$ cat src/rtl/clk_div_duty.sv
module clk_div_duty #(
  parameter int CW = 4
) (
  input  logic          clk_in,
  input  logic          rst,
  input  logic          sync_in,
  input  logic [CW-1:0] cfg_low,
  input  logic [CW-1:0] cfg_high,
  input  logic [CW-1:0] cfg_phase,
  input  logic          cfg_start_high,
  input  logic          cfg_nosync,
  input  logic          cfg_bypass,
  input  logic          cfg_force_high,
  output logic          div_out,
  output logic          running
);

  typedef enum logic [1:0] {ST_RUN = 2'd0, ST_HOLD = 2'd1, ST_DELAY = 2'd2} st_t;

  st_t           state;
  logic          out_q;
  logic [CW-1:0] cnt;
  logic [CW-1:0] cur_len;

  wire static_on = cfg_nosync & cfg_force_high;
  wire sync_on   = sync_in & ~cfg_nosync;

  wire [CW-1:0] len_start = cfg_start_high ? cfg_high : cfg_low;
  wire [CW-1:0] len_held  = out_q ? cfg_high : cfg_low;
  wire [CW-1:0] len_flip  = out_q ? cfg_low : cfg_high;

  always_ff @(posedge clk_in) begin
    if (rst || cfg_bypass) begin
      state   <= ST_RUN;
      out_q   <= cfg_start_high;
      cnt     <= '0;
      cur_len <= len_start;
    end else if (static_on) begin
      state   <= ST_RUN;
      out_q   <= 1'b1;
      cnt     <= '0;
      cur_len <= cfg_high;
    end else if (sync_on) begin
      state   <= ST_HOLD;
      out_q   <= cfg_start_high;
      cnt     <= '0;
      cur_len <= len_start;
    end else begin
      unique case (state)
        ST_HOLD: begin
          if (cfg_phase == '0) begin
            state   <= ST_RUN;
            cnt     <= '0;
            cur_len <= len_held;
          end else begin
            state <= ST_DELAY;
            cnt   <= cfg_phase;
          end
        end
        ST_DELAY: begin
          if (cnt == CW'(1)) begin
            state   <= ST_RUN;
            cnt     <= '0;
            cur_len <= len_held;
          end else begin
            cnt <= cnt - 1'b1;
          end
        end
        default: begin
          if (cnt == cur_len) begin
            out_q   <= ~out_q;
            cnt     <= '0;
            cur_len <= len_flip;
          end else begin
            cnt <= cnt + 1'b1;
          end
        end
      endcase
    end
  end

  assign div_out = cfg_bypass ? clk_in : out_q;
  assign running = (state == ST_RUN) & ~cfg_bypass & ~static_on;

endmodule

$ cat config.mk
export PLATFORM = sky130hd
export DESIGN_NAME = clk_div_duty
export DESIGN_NICKNAME = d
export VERILOG_FILES = /design/src/rtl/clk_div_duty.sv
export SDC_FILE = /design/constraint.sdc
export NUM_CORES = 1
export LEC_CHECK = 0
export ABC_AREA = 1
export ABC_CLOCK_PERIOD_IN_PS = 1800
export BUFFER_PORTS_ARGS = -buffer_cell sky130_fd_sc_hd__buf_4
export CORE_MARGIN = 10
export CORE_UTILIZATION = 28
export DETAILED_ROUTE_END_ITERATION = 7
export GPL_TIMING_DRIVEN = 1
export SETUP_SLACK_MARGIN = 0.5
export SYNTH_ARGS = -nofsm -noshare
export SYNTH_HDL_FRONTEND = slang
export SYNTH_SLANG_ARGS = --single-unit
$ cat constraint.sdc
create_clock -name clk_in -period 1.8 [get_ports clk_in]
set_input_delay 0.09 -clock clk_in [delete_from_list [all_inputs] [get_ports clk_in]]
set_output_delay 0.09 -clock clk_in [all_outputs]
set_load 0.05 [all_outputs]
==> run summary, run 1 <==
Final WS setup -> 0.3346 ns
Design Area, Final -> 1615 sq um
CTS Hold Buffers Added -> 0
Chip Width -> 83.38 um
TritonRoute pass-1 iters -> 4
Max Clock Skew -> 0.002369 ns
Top FF cell, synth -> dfxtp_1
Synth top cells by count -> nand2_1, inv_1, nand3_1, nor2_1, a21oi_1
Top-area cell type share of the netlist area -> 13.68%
Sequential share of the synthesized area -> 24.03%
Slew Limit Fails -> 0
Post-synth cell types -> 24
Worst path bufs/invs -> 3
Core area -> 3771 sq um
Int Pwr -> 711.3 uW
Async S/R FF share, synth -> 0%
Yosys top cell by area -> nand2_1
Peak VDD IR -> 452.1 uV
Placed Area -> 1341 sq um
Startpoint class of the critical path -> clock port
Final Util -> 42.83%
GRT Residual Overflow -> 0
CTS clock-pin slew for the worst setup and hold paths -> 0.05 ns
Worst EP required -> 1.71 ns
CP arrival -> 1.38 ns
CP Class -> clk -> out
Hold Path Class -> in -> reg
Die Height -> 83.38 um
Initial antenna violation count -> 0
Drc violations -> 0
Routed wire per std cell -> 11.84 um
Cells after synthesis -> 164
Iteration-0 DRC Markers -> 62
RSZ-0062 raised after global routing -> yes
P per Cell Area -> 654.4 nW/um^2
Final setup viols -> 0
Switching pwr -> 345.7 uW
Comb power frac -> 24.1%
Gr usage total -> 8.345%
WL final -> 2924 um
Floorplan row count -> 22
Clk_lat worst skew -> 0.35 ns
FMAX -> 0.6861 GHz
Cell mode on critical path -> clkbuf_8
FF+latch count, synth -> 11
Number of synthesized flops with an enable pin -> 5
Sw Share -> 32.71%
CP max-delay cell -> buf_6
Global-route wire length before repair -> 4809 um
Vias in the first global route -> 1,108
# diodes -> 0
Status -> completed
FILL cells -> 399
CP delay by family, top -> buffers and inverters
Cells along the critical path -> clkbuf_8 -> clkbuf_8 -> nand2_2 -> o21ai_2 -> buf_6
Syn. warnings -> 0
Flop pwr share -> 27.8%
Slew HR -> 80.19%
Port bufs -> 20
CP Capture Type -> primary output
Starting density of the core -> 29.83%
Synthesized area per cell -> 6.859 sq um
Largest stage delay, worst path -> 0.15 ns
Final min period -> 1.465 ns
Share of cells above drive strength 1 -> 52.76%
GP Congestion -> 0.8356
CTS tree -> done
Final net count -> 225
Via count -> 1,106
Synth area leaders -> nand2_1, edfxtp_1, dfxtp_1, ha_1, inv_1
Setup TNS -> 0 ns
Top Ports -> 21
Final Hold Viols -> 0
Clock share of power -> 48.1%
Die area -> 6952 sq um
Max-cap violation count -> 0
Worst Tran Pin Value -> 0.2965 ns
Place WS -> 0.2958 ns
DP Wirelength -> 2101 um
Final ANT Viol Nets -> 0
Syn_nets -> 189
Vias per inst -> 4.478
PnR Total Power -> 1057 uW
Pin count of the biggest net entering global routing -> 11
Fin crit share -> 81.41%
Static Leak -> 0.0007432 uW
CP max FO -> 2
Post-Synthesis Cell Area -> 1125 sq um
Most common cell in the netlist -> nand2_1
Area growth, synth to finish -> 43.60%
-- layout by cell type, fill, tap and decap left out, types with 2 or more instances in the layout --
cell       n
nand2_1   33
buf_4     28
inv_1     15
nand2_2   14
nor2_1    11
inv_2      9
a21oi_2    9
o21ai_0    8
nand3_1    8
nand2_4    7
a21oi_1    7
clkbuf_8   6
dfxtp_2    5
edfxtp_1   5
nor2_4     4
nand3_2    4
inv_4      3
nor2_2     3
ha_4       3
buf_6      3
o21ai_2    2
xor2_1     2
o21ai_1    2
ha_1       2
-- cell families (layout without fill, tap and decap cells) --
family                   Yosys count  after routing  share of synthesized area, %
AND/OR/NAND/NOR                   85             85                         38.93
buffers and inverters             30             65                         12.12
XOR/XNOR                           3              3                         2.336
AO/OA/AOI/OAI                     29             29                         15.91
flip-flops                        11             11                         24.03
adder cells (fa/ha/maj)            6              6                         6.674
-- worst min-delay path, stage by stage --
cell and delay, ns:
buf_4 0.11, nand3_1 0.08, a21oi_2 0.06
-- cell type report --
type                    instances  area [sq um]  share of cell area [%]
well taps                      48         60.06                   3.718
clock buffers                   7         93.84                   5.809
inverters                      27         108.9                   6.739
multi-input cells             123         834.6                   51.67
repair buffers                 30         232.7                   14.41
clock inverters                 1         5.005                  0.3098
flip-flops and latches         11         280.3                   17.35
-- per-stage QoR --
step,std cells,hold slack (ns)
floorplan,164,0.2522
global placement,230,0.3589
detailed placement,230,0.3589
CTS,244,0.02710
global route,247,0.01622
finish,247,0.02879
-- power by group through the flow --
| stage | registers (uW) | logic, uW | clock network [uW] |
|---|---|---|---|
| 2_1_floorplan | 297 | 156 | 52.2 |
| 3_3_place_gp | 299 | 216 | 67.1 |
| 3_5_place_dp | 300 | 219 | 67.1 |
| 4_1_cts | 294 | 234 | 521 |
| 5_1_grt | 295 | 286 | 549 |
| 6_report | 294 | 255 | 508 |
-- worst paths after layout --
path	startpoint	endpoint	slack, ns	cells after the start
max	clk_in	div_out	0.33	5
min	cfg_phase[0]	cnt[0]$_SDFF_PP0_	0.03	3
max reg2reg	state[1]$_SDFFE_PP0P_	cur_len[1]$_DFFE_PP_	0.34	10
min reg2reg	cnt[0]$_SDFF_PP0_	cnt[0]$_SDFF_PP0_	0.58	3
-- sequential cells by signal, summed over array words and instances (netlist names) --
signal,flops
cnt,4
cur_len,4
out_q,1
state,2
-- metal layers --
| metal | wire length [um] | share of wire (%) | GRT usage [%] | vias to the layer above |
|---|---|---|---|---|
| met3 | 164 | 5.6 | 4.980 | 5 |
| li1 | - | - | - | 584 |
| met1 | 1310 | 45 | 8.796 | 489 |
| met5 | 0 | 0 | 0 | - |
| met2 | 1411 | 48 | 12.92 | 28 |
| met4 | 38 | 1.3 | 4.000 | 0 |
-- timing repair --
action,CTS,global route
buffers inserted,7,3
hold endpoints to repair,0,0
resized for setup,15,17
endpoints found under the setup margin,12,13
pin swaps,5,12
No activity file was read; power rests on OpenSTA's default activity.
==> inputs of run 2 (changes only) <==
- ABC_AREA: 1 -> 0
- ABC_CLOCK_PERIOD_IN_PS: 1800 -> 1200
- clock period: 1.8 -> 1.2 ns (I/O delays scaled with it)
==> run summary, run 2 <==
Status -> complete, but fails checks (was completed)
Violated checks -> negative hold slack, negative setup slack
M1 WL -> 935 um (was 1310 um)
Place WS -> -0.4024 ns (was 0.2958 ns)
Number of synthesized flops with an enable pin -> 5 (unchanged)
Final Util -> 55.03% (was 42.83%)
Final ANT Viol Nets -> 0 (unchanged)
Startpoint class of the critical path -> register (was clock port)
Placed Area -> 1214 sq um (was 1341 sq um)
Final net count -> 165 (was 225)
CP max FO -> 4 (was 2)
DP Wirelength -> 1666 um (was 2101 um)
Final WS setup -> -0.4316 ns (was 0.3346 ns)
Worst hold slack -> -0.01856 ns (was 0.02879 ns)
Worst EP required -> 1.32 ns (was 1.71 ns)
Syn. warnings -> 0 (unchanged)
Max-cap violation count -> 0 (unchanged)
Worst Tran Pin Value -> 0.3387 ns (was 0.2965 ns)
Initial antenna violation count -> 0 (unchanged)
Via count -> 802 (was 1,106)
GP Congestion -> 0.7749 (was 0.8356)
Peak VDD IR -> 809.6 uV (was 452.1 uV)
Top FF cell, synth -> dfxtp_1 (unchanged)
Core area -> 2710 sq um (was 3771 sq um)
Reg2Reg Launch Point -> state[0]$_SDFFE_PP0P_ (was state[1]$_SDFFE_PP0P_)
Area growth, synth to finish -> 90.72% (was 43.60%)
Slew HR -> 77.17% (was 80.19%)
FMAX -> 0.6129 GHz
Clk_lat worst skew -> 0.37 ns (was 0.35 ns)
Routed wire per std cell -> 13.56 um (was 11.84 um)
Synthesized area per cell -> 9.654 sq um (was 6.859 sq um)
# diodes -> 0 (unchanged)
GRT Residual Overflow -> 0 (unchanged)
Die area -> 5306 sq um (was 6952 sq um)
RSZ-0062 raised after global routing -> yes (unchanged)
WL final -> 2306 um (was 2924 um)
Chip Width -> 72.85 um (was 83.38 um)
Async S/R FF share, synth -> 0% (unchanged)
Hold Path Class -> in -> reg (unchanged)
Reg2reg setup slack -> -0.43 ns (was 0.34 ns)
Wire length on met2 -> 1228 um (was 1411 um)
Final min period -> 1.632 ns
Top-area cell type share of the netlist area -> 19.20% (was 13.68%)
Gr usage total -> 8.926% (was 8.345%)
Floorplan row count -> 19 (was 22)
CP Capture Type -> register (was primary output)
Wire length on met3 -> 107 um (was 164 um)
Yosys top cell by area -> edfxtp_1 (was nand2_1)
Drc violations -> 0 (unchanged)
Vias per inst -> 4.718 (was 4.478)
CTS clock-pin slew for the worst setup and hold paths -> 0.07 ns (was 0.05 ns)
Critical path destination -> cur_len[2]$_DFFE_PP_ (was div_out)
Slew Limit Fails -> 0 (unchanged)
Design Area, Final -> 1491 sq um (was 1615 sq um)
Iteration-0 DRC Markers -> 15 (was 62)
Most common cell in the netlist -> xor2_1 (was nand2_1)
Starting density of the core -> 28.86% (was 29.83%)
Max Clock Skew -> 0.004437 ns (was 0.002369 ns)
Share of cells above drive strength 1 -> 69.78% (was 52.76%)
Post-Synthesis Cell Area -> 782.0 sq um (was 1125 sq um)
Cells after synthesis -> 81 (was 164)
Reg-to-Reg End -> cur_len[2]$_DFFE_PP_ (was cur_len[1]$_DFFE_PP_)
Top Ports -> 21 (unchanged)
Fin crit share -> 136.0%
Final setup viols -> 18 (was 0)
Most frequent cells in the layout -> buf_4, buf_6, xor2_1 (was nand2_1, buf_4, inv_1)
Path depth of the worst reg2reg path -> 6 (was 10)
Pin count of the biggest net entering global routing -> 9 (was 11)
DR top layer -> met4 (unchanged)
Setup TNS -> -4.589 ns (was 0 ns)
Final Hold Viols -> 5 (was 0)
CTS tree -> done (unchanged)
P per Cell Area -> 873.4 nW/um^2 (was 654.4 nW/um^2)
Die Height -> 72.85 um (was 83.38 um)
FF+latch count, synth -> 11 (unchanged)
Synth area leaders -> edfxtp_1, dfxtp_1, ha_1, xor2_1, mux2_2 (was nand2_1, edfxtp_1, dfxtp_1, ha_1, inv_1)
Post-synth cell types -> 35 (was 24)
Largest regs -> cnt: 4 flops, cur_len: 4 flops, state: 2 flops (unchanged)
Port bufs -> 20 (unchanged)
CP Class -> reg -> reg (was clk -> out)
Sequential share of the synthesized area -> 34.56% (was 24.03%)
Commonest non-fill, non-tap cell in the layout -> buf_4 (was nand2_1)
Worst Setup SP -> state[0]$_SDFFE_PP0P_ (was clk_in)
Global-route wire length before repair -> 3657 um (was 4809 um)
Vias in the first global route -> 880 (was 1,108)
Syn_nets -> 106 (was 189)
Static Leak -> 0.0006207 uW (was 0.0007432 uW)
CP arrival -> 1.76 ns (was 1.38 ns)
TritonRoute pass-1 iters -> 4 (unchanged)
Synth top cells by count -> xor2_1, inv_1, dfxtp_1, ha_1 (was nand2_1, inv_1, nand3_1, nor2_1, a21oi_1)
run 2: cell types whose count changed after synthesis, moves of 8 or more:
cell | previous run | this run
a21oi_1 | 11 | 3
inv_1 | 18 | 7
nand2_1 | 41 | 4
nand2_2 | 9 | 0
nand3_1 | 12 | 3
o21ai_0 | 10 | 1
run 2: what timing repair did:
action / 4_1_cts / 5_1_grt
gates resized for setup: 30 / 10
endpoints found under the setup margin: 18 / 18
pin swaps: 8 / 10
cloned: 0 / 0
setup buffers: 2 / 3
hold endpoints to repair: 5 / 5
run 2: where the power goes:
group | switching [uW] | internal, uW | total (uW)
clock network | 243 | 307 | 551
logic | 129 | 186 | 315
registers | 16.1 | 420 | 437
total | 389 | 914 | 1300
run 2: worst min-delay path by stage:
stage	start	depth (start not counted)	endpoint	slack, ns
floorplan	cfg_phase[0]	2	cnt[0]$_SDFF_PP0_	0.20
global placement	clk_in	2	div_out	0.36
detailed placement	clk_in	2	div_out	0.36
CTS	cfg_high[0]	2	cur_len[0]$_DFFE_PP_	-0.03
global route	cfg_high[2]	2	cur_len[2]$_DFFE_PP_	-0.05
finish	cfg_high[0]	2	cur_len[0]$_DFFE_PP_	-0.02
run 2: metrics by stage:
stage,power (uW),std cells
floorplan,660.1,81
global placement,810.2,158
detailed placement,815.5,158
CTS,1301,167
global route,1392,170
finish,1303,170
run 2: critical path, stage by stage (launching register included):
cell and delay [ns]:
dfxtp_2 0.34, inv_2 0.05, ha_4 0.27, xor2_2 0.14
o211ai_1 0.12, nand2_2 0.16, mux2_4 0.31
run 2: kinds of logic (layout without fill, tap and decap cells):
kind of cell    count (synthesis)  after routing  synth area share (%)
simple gates                   24             24                 17.76
compound gates                 17             17                 15.20
flops                          11             11                 34.56
xor+xnor                        9              9                 10.08
buf+inv                         8             66                 4.321
fa+ha+maj                       6              6                 9.600
mux                             6              6                 8.480
run 2: cell type report:
class / count / area, sq um
fillers: 247 / 1219
inverters: 7 / 26.28
multi-input cells: 62 / 659.4
well taps: 31 / 38.79
flip-flops and latches: 11 / 275.3
repair buffers: 51 / 427.9
clock buffers: 8 / 63.81
run 2: metal layers:
metal | up-vias | track usage, %
li1 | 409 | -
met1 | 367 | 8.956
met2 | 22 | 14.26
met3 | 4 | 4.218
met4 | 0 | 6.329
met5 | - | 0
==> inputs of run 3 (changes only) <==
- MAX_ROUTING_LAYER: unset -> met4
==> run summary, run 3 (same netlist as run 2, synthesis figures left out) <==
Status -> complete, but fails checks (unchanged)
Violated checks -> negative hold slack, negative setup slack (unchanged)
Max Clock Skew -> 0.004427 ns (was 0.004437 ns)
CTS clock-pin slew for the worst setup and hold paths -> 0.07 ns (about the same)
CP max FO -> 4 (unchanged)
Floorplan row count -> 19 (unchanged)
Worst EP required -> 1.32 ns (about the same)
CTS tree -> done (unchanged)
Starting density of the core -> 28.86% (unchanged)
Final ANT Viol Nets -> 0 (unchanged)
Vias per inst -> 4.735 (was 4.718)
Max-cap violation count -> 0 (unchanged)
FILL cells -> 247 (unchanged)
CP arrival -> 1.76 ns (about the same)
Design Area, Final -> 1491 sq um (unchanged)
Chip Width -> 72.85 um (unchanged)
Drc violations -> 0 (unchanged)
Slew HR -> 77.13% (was 77.17%)
Final WS setup -> -0.4326 ns (was -0.4316 ns)
RSZ-0062 raised after global routing -> yes (unchanged)
P per Cell Area -> 872.4 nW/um^2 (was 873.4 nW/um^2)
Pin count of the biggest net entering global routing -> 9 (unchanged)
Area growth, synth to finish -> 90.72% (unchanged)
Global-route wire length before repair -> 3670 um (was 3657 um)
Port bufs -> 20 (unchanged)
Routed wire per std cell -> 13.55 um (was 13.56 um)
Most frequent cells in the layout -> buf_4, buf_6, xor2_1 (unchanged)
GP Congestion -> 0.7854 (was 0.7749)
Startpoint class of the critical path -> register (unchanged)
Initial antenna violation count -> 0 (unchanged)
GRT Residual Overflow -> 0 (unchanged)
Static Leak -> 0.0006207 uW (unchanged)
Area of the multi-input gates -> 659.4 sq um (unchanged)
Top Ports -> 21 (unchanged)
Worst hold slack -> -0.01804 ns (was -0.01856 ns)
Slew Limit Fails -> 0 (unchanged)
# diodes -> 0 (unchanged)
Final Hold Viols -> 5 (unchanged)
Fin crit share -> 136.1% (was 136.0%)
Storage element area -> 275.3 sq um (unchanged)
Final net count -> 165 (unchanged)
Clk_lat worst skew -> 0.37 ns (about the same)
DP Wirelength -> 1666 um (unchanged)
Gr usage total -> 9.204% (was 8.926%)
Commonest non-fill, non-tap cell in the layout -> buf_4 (unchanged)
Peak VDD IR -> 809.4 uV (was 809.6 uV)
Die Height -> 72.85 um (unchanged)
Die area -> 5306 sq um (unchanged)
CP Class -> reg -> reg (unchanged)
CP Capture Type -> register (unchanged)
Setup TNS -> -4.536 ns (was -4.589 ns)
Via count -> 805 (was 802)
Largest regs -> cnt: 4 flops, cur_len: 4 flops, state: 2 flops (unchanged)
Vias in the first global route -> 878 (was 880)
Iteration-0 DRC Markers -> 13 (was 15)
Core area -> 2710 sq um (unchanged)
PnR Total Power -> 1301 uW (was 1303 uW)
Share of cells above drive strength 1 -> 69.78% (unchanged)
Worst Tran Pin Value -> 0.3393 ns (was 0.3387 ns)
WL final -> 2304 um (was 2306 um)
Hold Path Class -> in -> reg (unchanged)
Final min period -> 1.633 ns (was 1.632 ns)
FMAX -> 0.6125 GHz (was 0.6129 GHz)
Final setup viols -> 18 (unchanged)
Placed Area -> 1214 sq um (unchanged)
TritonRoute pass-1 iters -> 6 (was 4)
## run 3: metal layers
metal  up-vias  share of wire [%]  global-route usage [%]
li1        408                  -                       -
met2        22                 53                   14.26
met3         4                3.9                   3.810
met4         0                1.5                   6.329
met5         -                  0                       -
met1       371                 41                   9.268
## run 3: worst paths after layout
check                                      startpoint               endpoint  slack (ns)  cells past startpoint
worst max register to register  state[0]$_SDFFE_PP0P_   cur_len[2]$_DFFE_PP_       -0.43                      6
worst min register to register  state[0]$_SDFFE_PP0P_  state[0]$_SDFFE_PP0P_        0.61                      3
worst max-delay path            state[0]$_SDFFE_PP0P_   cur_len[2]$_DFFE_PP_       -0.43                      6
worst min-delay path                      cfg_high[0]   cur_len[0]$_DFFE_PP_       -0.02                      2
## run 3: area by class of cell
| type | count | share of cell area (%) |
|---|---|---|
| timing repair buffer | 51 | 28.69 |
| tap | 31 | 2.601 |
| sequential | 11 | 18.46 |
| multi-input combinational | 62 | 44.21 |
| inverter | 7 | 1.762 |
| clock buffer | 8 | 4.279 |
## run 3: worst max-delay path, cell delays in order, from the launching register on
cell and delay, ns:
dfxtp_2 0.34, inv_2 0.05, ha_4 0.27, xor2_2 0.14, o211ai_1 0.12, nand2_2 0.16, mux2_4 0.31
## run 3: per-stage QoR
| stage | std cells | setup slack, ns | hold WS (ns) | util, % |
|---|---|---|---|---|
| finish | 170 | -0.4326 | -0.01804 | 55.03 |
| global placement | 158 | -0.3895 | 0.3588 | 44.78 |
| detailed placement | 158 | -0.4024 | 0.3588 | 44.78 |
| global route | 170 | -0.5105 | -0.05259 | 55.03 |
| floorplan | 81 | -0.3841 | 0.1957 | - |
| CTS | 167 | -0.4145 | -0.02780 | 52.40 |
## run 3: repair_timing
| item | CTS | global route |
|---|---|---|
| buffers inserted | 2 | 3 |
| gates resized for setup | 30 | 10 |
| pin swaps | 8 | 10 |
| setup endpoints to repair | 18 | 18 |
| endpoints found under the hold margin | 5 | 5 |
## run 3: where the power goes
group | switching, uW | internal [uW]
Combinational | 130 | 186
Sequential | 16.1 | 420
Clock | 242 | 307
Total | 388 | 913
